### src/rtl/dp_pkg.sv
// Shared types for the reconfigurable datapath.
// Assumes an 8-bit data width throughout; the row layout is fixed here.
package dp_pkg;
    localparam int DW = 8;

    typedef enum logic [2:0] {
        FN_PASS, FN_INC, FN_DEC, FN_ADD, FN_SUB, FN_AND, FN_OR, FN_XOR
    } alu_fn_e;

    typedef enum logic [1:0] {
        SH_NONE, SH_LEFT, SH_RIGHT, SH_SWAP
    } shift_e;

    typedef enum logic [1:0] {
        WB_NONE, WB_A0, WB_A1, WB_BOTH
    } wb_e;

    typedef enum logic [1:0] {
        BS_D0, BS_D1, BS_A0, BS_A1
    } bsrc_e;

    typedef struct packed {
        logic [DW-1:0] mask;
        wb_e           wb;
        shift_e        sh;
        bsrc_e         bsrc;
        logic          asrc;
        alu_fn_e       fn;
    } cfg_row_t;
endpackage

### src/rtl/dp_cfg_mem.sv
// Configuration table: DEPTH rows of cfg_row_t.
// One row is selected by the execute address each cycle.
// A second read port serves host readback, and one synchronous write port loads rows.
// Assumes the caller qualifies the write enable with the address range.
module dp_cfg_mem
    import dp_pkg::*;
#(
    parameter int DEPTH = 8,
    localparam int AW = $clog2(DEPTH)
) (
    input  logic           clk,
    input  logic           rst_n,
    input  logic           we,
    input  logic [AW-1:0]  waddr,
    input  cfg_row_t       wdata,
    input  logic [AW-1:0]  exec_addr,
    output cfg_row_t       exec_row,
    input  logic [AW-1:0]  host_raddr,
    output cfg_row_t       host_row
);
    cfg_row_t rows [DEPTH];

    // Clear all rows on reset, otherwise take host writes.
    always_ff @(posedge clk) begin
        if (!rst_n) begin
            for (int i = 0; i < DEPTH; i++) rows[i] <= '0;
        end else if (we) begin
            rows[waddr] <= wdata;
        end
    end

    assign exec_row = rows[exec_addr];
    assign host_row = rows[host_raddr];
endmodule

### src/rtl/dp_alu.sv
// Function unit, shift stage and output mask for one datapath cycle.
// Purely combinational; the clock and reset feed only the assertions.
// Carry means carry out for inc/add and borrow for dec/sub.
module dp_alu
    import dp_pkg::*;
(
    input  logic           clk,
    input  logic           rst_n,
    input  cfg_row_t       row,
    input  logic [DW-1:0]  opa,
    input  logic [DW-1:0]  opb,
    input  logic           shift_in,
    output logic [DW-1:0]  res,
    output logic           carry,
    output logic           shift_out
);
    logic [DW:0]   wide;
    logic [DW-1:0] shifted;

    // Compute the function result, with one extra bit for carry or borrow.
    always_comb begin
        unique case (row.fn)
            FN_PASS: wide = {1'b0, opa};
            FN_INC:  wide = {1'b0, opa} + 1'b1;
            FN_DEC:  wide = {1'b0, opa} - 1'b1;
            FN_ADD:  wide = {1'b0, opa} + {1'b0, opb};
            FN_SUB:  wide = {1'b0, opa} - {1'b0, opb};
            FN_AND:  wide = {1'b0, opa & opb};
            FN_OR:   wide = {1'b0, opa | opb};
            FN_XOR:  wide = {1'b0, opa ^ opb};
            default: wide = '0;
        endcase
    end

    assign carry = (row.fn inside {FN_INC, FN_DEC, FN_ADD, FN_SUB}) ? wide[DW] : 1'b0;

    // Apply the selected shift, with the serial bit entering and leaving.
    always_comb begin
        unique case (row.sh)
            SH_LEFT:  begin shifted = {wide[DW-2:0], shift_in};       shift_out = wide[DW-1]; end
            SH_RIGHT: begin shifted = {shift_in, wide[DW-1:1]};       shift_out = wide[0];    end
            SH_SWAP:  begin shifted = {wide[DW/2-1:0], wide[DW-1:DW/2]}; shift_out = 1'b0;    end
            default:  begin shifted = wide[DW-1:0];                   shift_out = 1'b0;       end
        endcase
    end

    assign res = shifted & row.mask;

    AST_MASK_CLEAN: assert property (@(posedge clk) disable iff (!rst_n)
        (res & ~row.mask) == '0);
    AST_LOGIC_NO_CARRY: assert property (@(posedge clk) disable iff (!rst_n)
        (row.fn inside {FN_PASS, FN_AND, FN_OR, FN_XOR}) |-> !carry);
endmodule

### src/rtl/dp_cmp.sv
// Masked comparator: equal and unsigned less-than of two operands.
// The mask is fixed by a parameter.
module dp_cmp
    import dp_pkg::*;
#(
    parameter logic [DW-1:0] MASK = '1
) (
    input  logic           clk,
    input  logic           rst_n,
    input  logic [DW-1:0]  x,
    input  logic [DW-1:0]  y,
    output logic           eq,
    output logic           lt
);
    logic [DW-1:0] xm, ym;

    assign xm = x & MASK;
    assign ym = y & MASK;
    assign eq = (xm == ym);
    assign lt = (xm < ym);

    AST_CMP_EXCLUSIVE: assert property (@(posedge clk) disable iff (!rst_n)
        !(eq && lt));
endmodule

### src/rtl/dyncfg_datapath.sv
// Top: accumulators, data registers, host port, configuration table,
// function unit, two comparators and the registered flag and result outputs.
// Assumes CFG_DEPTH is a power of two.
// Registers sit at host addresses CFG_DEPTH..CFG_DEPTH+3.
module dyncfg_datapath
    import dp_pkg::*;
#(
    parameter int            CFG_DEPTH = 8,
    parameter logic [DW-1:0] CMP0_MASK = 8'hFF,
    parameter logic [DW-1:0] CMP1_MASK = 8'hF0,
    localparam int CFG_AW = $clog2(CFG_DEPTH),
    localparam int HA_W   = CFG_AW + 1,
    localparam int CFG_W  = $bits(cfg_row_t)
) (
    input  logic              clk,
    input  logic              rst_n,
    input  logic              sleep,
    input  logic [CFG_AW-1:0] cfg_addr,
    input  logic              shift_in,
    input  logic              host_we,
    input  logic [HA_W-1:0]   host_addr,
    input  logic [CFG_W-1:0]  host_wdata,
    output logic [CFG_W-1:0]  host_rdata,
    output logic [DW-1:0]     result,
    output logic [DW-1:0]     flag_bus
);
    localparam logic [HA_W-1:0] REG_A0 = HA_W'(CFG_DEPTH);
    localparam logic [HA_W-1:0] REG_A1 = HA_W'(CFG_DEPTH + 1);
    localparam logic [HA_W-1:0] REG_D0 = HA_W'(CFG_DEPTH + 2);
    localparam logic [HA_W-1:0] REG_D1 = HA_W'(CFG_DEPTH + 3);
    localparam int NCMP = 2;
    localparam logic [NCMP-1:0][DW-1:0] CMP_MASKS = {CMP1_MASK, CMP0_MASK};

    logic [DW-1:0] a0_q, a1_q, d0_q, d1_q;
    cfg_row_t      row, host_row;
    logic [DW-1:0] opa, opb, alu_res;
    logic          carry, shout;
    logic          cfg_we, wr_a0, wr_a1, wr_d0, wr_d1;
    logic [NCMP-1:0][DW-1:0] cmp_x, cmp_y;
    logic [NCMP-1:0] cmp_eq, cmp_lt;

    // Decode host writes into row and register strobes.
    assign cfg_we = host_we && (host_addr < REG_A0);
    assign wr_a0  = host_we && (host_addr == REG_A0);
    assign wr_a1  = host_we && (host_addr == REG_A1);
    assign wr_d0  = host_we && (host_addr == REG_D0);
    assign wr_d1  = host_we && (host_addr == REG_D1);

    dp_cfg_mem #(.DEPTH(CFG_DEPTH)) u_cfg (
        .clk(clk), .rst_n(rst_n),
        .we(cfg_we), .waddr(host_addr[CFG_AW-1:0]), .wdata(cfg_row_t'(host_wdata)),
        .exec_addr(cfg_addr), .exec_row(row),
        .host_raddr(host_addr[CFG_AW-1:0]), .host_row(host_row)
    );

    // Route the operands that the current row selects.
    always_comb begin
        opa = row.asrc ? a1_q : a0_q;
        unique case (row.bsrc)
            BS_D0:   opb = d0_q;
            BS_D1:   opb = d1_q;
            BS_A0:   opb = a0_q;
            default: opb = a1_q;
        endcase
    end

    dp_alu u_alu (
        .clk(clk), .rst_n(rst_n), .row(row), .opa(opa), .opb(opb),
        .shift_in(shift_in), .res(alu_res), .carry(carry), .shift_out(shout)
    );

    assign cmp_x = {a1_q, a0_q};
    assign cmp_y = {d1_q, d0_q};

    for (genvar g = 0; g < NCMP; g++) begin : g_cmp
        dp_cmp #(.MASK(CMP_MASKS[g])) u_cmp (
            .clk(clk), .rst_n(rst_n), .x(cmp_x[g]), .y(cmp_y[g]),
            .eq(cmp_eq[g]), .lt(cmp_lt[g])
        );
    end

    // Accumulator A0: reset, sleep clear, host write, then write-back.
    always_ff @(posedge clk) begin
        if (!rst_n || sleep) a0_q <= '0;
        else if (wr_a0)      a0_q <= host_wdata[DW-1:0];
        else if (row.wb[0])  a0_q <= alu_res;
    end

    // Accumulator A1: same priority as A0.
    always_ff @(posedge clk) begin
        if (!rst_n || sleep) a1_q <= '0;
        else if (wr_a1)      a1_q <= host_wdata[DW-1:0];
        else if (row.wb[1])  a1_q <= alu_res;
    end

    // Data registers: host writes only, unaffected by sleep.
    always_ff @(posedge clk) begin
        if (!rst_n) begin
            d0_q <= '0;
            d1_q <= '0;
        end else begin
            if (wr_d0) d0_q <= host_wdata[DW-1:0];
            if (wr_d1) d1_q <= host_wdata[DW-1:0];
        end
    end

    // Register the flag bus and result one cycle behind the operation.
    always_ff @(posedge clk) begin
        if (!rst_n) begin
            flag_bus <= '0;
            result   <= '0;
        end else begin
            flag_bus <= {cmp_lt[1], cmp_eq[1], cmp_lt[0], cmp_eq[0],
                         shout, carry, (alu_res == '1), (alu_res == '0)};
            result   <= alu_res;
        end
    end

    // Host readback multiplexer.
    always_comb begin
        unique case (host_addr)
            REG_A0:  host_rdata = CFG_W'(a0_q);
            REG_A1:  host_rdata = CFG_W'(a1_q);
            REG_D0:  host_rdata = CFG_W'(d0_q);
            REG_D1:  host_rdata = CFG_W'(d1_q);
            default: host_rdata = (host_addr < REG_A0) ? CFG_W'(host_row) : '0;
        endcase
    end

    AST_SLEEP_CLEARS_ACC: assert property (@(posedge clk) disable iff (!rst_n)
        sleep |=> (a0_q == '0 && a1_q == '0));
    AST_SLEEP_KEEPS_DATA: assert property (@(posedge clk) disable iff (!rst_n)
        (sleep && !host_we) |=> ($stable(d0_q) && $stable(d1_q)));
    AST_NO_DEST_HOLDS_A0: assert property (@(posedge clk) disable iff (!rst_n)
        (!row.wb[0] && !wr_a0 && !sleep) |=> $stable(a0_q));
    AST_HOST_WINS_A0: assert property (@(posedge clk) disable iff (!rst_n)
        (wr_a0 && !sleep) |=> (a0_q == $past(host_wdata[DW-1:0])));
    AST_ZERO_ONES_EXCL: assert property (@(posedge clk) disable iff (!rst_n)
        !(flag_bus[0] && flag_bus[1]));
endmodule

### config.mk
export PLATFORM = sky130hd
export DESIGN_NAME = dyncfg_datapath
export DESIGN_NICKNAME = d
export VERILOG_FILES = /design/src/rtl/dp_pkg.sv /design/src/rtl/dp_cfg_mem.sv /design/src/rtl/dp_alu.sv /design/src/rtl/dp_cmp.sv /design/src/rtl/dyncfg_datapath.sv
export SDC_FILE = /design/constraint.sdc
export NUM_CORES = 1
export LEC_CHECK = 0
export CORE_ASPECT_RATIO = 1.25
export CORE_UTILIZATION = 63
export CTS_BUF_LIST = sky130_fd_sc_hd__clkbuf_2 sky130_fd_sc_hd__clkbuf_4 sky130_fd_sc_hd__clkbuf_8
export DETAILED_ROUTE_END_ITERATION = 12
export PLACE_DENSITY = 0.92
export SLEW_MARGIN = 20
export SYNTH_ARGS = -nofsm -noshare
export SYNTH_HDL_FRONTEND = slang
export SYNTH_SLANG_ARGS = --single-unit
export TNS_END_PERCENT = 10
### constraint.sdc
create_clock -name clk -period 6.9 [get_ports clk]
set_input_delay 1.035 -clock clk [delete_from_list [all_inputs] [get_ports clk]]
set_output_delay 1.035 -clock clk [all_outputs]
set_load 0.05 [all_outputs]
==> qor.yml <==
ys.flop_type: "edfxtp_1"
grt_pass1_vias: 9286
ys_warn_count: 0
antennaDiodeCount: 0
fp.dieArea_um2: 19400
htree_num_levels: 4
synth_edf_count: 144
detail_route.iter0.violations: 1174
slew_headroom: 0.218
fill_cells: 1188
hold_class: "reg -> reg"
firstDrtPassIters: 6
layout_common_cells: "146 x and2_1, 144 x edfxtp_1, 84 x nor2_1, 76 x mux4_2, 75 x mux2i_1"
hold_viol_final: 0
fin_area_um2: 13100
critical_path_class: "in -> reg"
vdd_drop_max_mv: 0.164
rows: 55
post-place-ws_ns: 0.492
wire_per_inst_um: 26.4
cts_tree: "yes"
io_pins: 64
synth_cell_types: 66
synth_top_cell_by_area: "edfxtp_1"
grt_start_max_net_pins: 52
ys_seq_area_frac: 0.446
worstSkewPairLatency_ns: 0.49
cp.arrival_ns: 6.49
powerDensity_nw_per_um2: 227
drive_gt1_frac: 0.172
path_max_fanout: 12
wl_um: 34000
final_common_cell: "and2_1"
gp_congestion: 1.01
cap_violations: 0
place_area_um2: 12700
core_area_um2: 18200
post-synth-top-area-fraction: 0.365
die-height_um: 155
numCtsBuffers: 17
worstMarginPinSlew_ns: 1.17
yosys-top-cells-area: "edfxtp_1 36%, mux4_2 14%, dfxtp_1 8.1%"
port_buffers: 63
cts.sinks: 192
syn_to_final_growth_pct: 10.5
whs_ns: 0.536
setup_ws_ns: 0.788
grt_usage: 0.363
syn_inst: 1005
antenna_found_initial: 0
start_kind: "input port"
grt_overflow: 0
syn_nets: 1073
multiInputGateArea_um2: 6150
viasPerCell: 6.98
clockBufferDepth: 2
postCtsHoldBufs: 0
cts_root_buf: "clkbuf_8"
fin_util: 0.719
synth_area_per_cell_um2: 11.8
vias: 8998
drc: 0
synth-seq-cells: 192
rsz0062_at_grt: "false"
fin_tns_setup_ns: 0
min_period_ns: 6.11
clk_pin_slew_worst_paths_ns: 0.10
async_flop_share: 0
status: "finished clean"
end_kind: "register"
fin_worst_skew_ns: 0.0114
cts_resized: 0
grt_pass1_wl_um: 52200
max_freq_mhz: 164
drv_slew: 0
syn-cell-area_um2: 11900
p_leak_uw: 0.00486
dp_hpwl_um: 22400
fin_nets: 1116
cts_setup_buffers: 0
seq_area_um2: 5290
crit_required_ns: 7.28
initial_core_util: 0.650
die_w_um: 125
period_share: 0.886
postRouteAntennaNets: 0
finalSetupViolations: 0
==> critical path, stage by stage <==
cell and delay (ns):
clkdlybuf4s50_1 0.64, buf_4 0.30, mux2i_1 0.11, a2bb2oi_1 0.31, nand2_1 0.39, mux2_2 0.43
nor2_1 0.09, a31oi_1 0.05, buf_4 0.20, nor3_4 0.28, nor2_1 0.08, o21ai_0 0.17
ha_1 0.30, and3_1 0.19, a211oi_1 0.42, xnor2_1 0.16, a22oi_1 0.16, nand3_1 0.20
a221oi_1 0.28, a211o_1 0.30, nand3b_1 0.10, nor4_1 0.30
==> power by group <==
part           internal [µW]  leakage, µW  total [µW]  switching (µW)
registers               1310      0.00176        1360            44.7
logic                    332      0.00291         853             521
clock network            336     0.000188         764             428
total                   1980      0.00486        2970             993
==> final timing paths <==
path | startpoint | slack (ns) | cells past startpoint | end
setup / recovery | cfg_addr[2] | 0.79 | 22 | flag_bus[0]$_SDFF_PN0_
hold / removal | d1_q[2]$_SDFFE_PN0P_ | 0.54 | 2 | d1_q[2]$_SDFFE_PN0P_
setup reg to reg | u_cfg.rows[2][4]$_SDFFCE_PN0P_ | 1.53 | 19 | flag_bus[0]$_SDFF_PN0_
hold reg to reg | d1_q[2]$_SDFFE_PN0P_ | 0.54 | 2 | d1_q[2]$_SDFFE_PN0P_
==> per-stage QoR <==
stage	instances	power [µW]
after floorplan	1005	1960
final	1289	2970
after global placement	1257	2180
after detailed placement	1257	2200
after global routing	1289	3070
after CTS	1289	2950
==> synth_stat cells, drive strengths merged (2+ instances only) <==
library cell,count
and2,146
edfxtp,144
nor2,87
mux2i,79
mux4,76
dfxtp,48
nand2,45
clkbuf,44
inv,40
ha,37
o21ai,33
buf,24
a21oi,22
nor3,21
mux2,15
nand2b,14
o22ai,12
nand3,11
a211oi,10
o211a,10
xnor2,9
a21o,7
nor2b,7
a221oi,5
nor4,5
a211o,4
a22oi,4
a311oi,4
nand3b,4
nand4,4
or3,4
a221o,3
o221ai,3
o31ai,3
and3,2
o211ai,2
o32a,2
o32ai,2
or4,2
==> metal layers <==
metal | up-vias | global-route usage | share of wire
li1 | 3822 | - | -
met1 | 4308 | 0.424 | 0.34
met2 | 680 | 0.607 | 0.50
met3 | 188 | 0.0688 | 0.10
met4 | 0 | 0.255 | 0.063
met5 | - | 0 | 0
==> registers in the layout, summed over array words and instances, names as in the netlist <==
register / cells
d1_q: 8
d0_q: 8
a0_q: 8
a1_q: 8
u_cfg.rows: 144
result: 8
flag_bus: 8
==> cell families after synthesis <==
logic type / share of synthesized area
xor+xnor: 0.00739
buf+inv: 0.0390
fa+ha+maj: 0.0407
flops: 0.446
compound gates: 0.0779
simple gates: 0.160
mux: 0.229
==> area by class of cell <==
class,instances,share of cell area
timing repair buffer,92,0.0634
inverter,41,0.0117
sequential,192,0.403
tap,228,0.0218
clock buffer,19,0.0190
multi-input combinational,704,0.469
clock inverter,13,0.0115
Note: power is estimated with default switching activity, not from simulation.
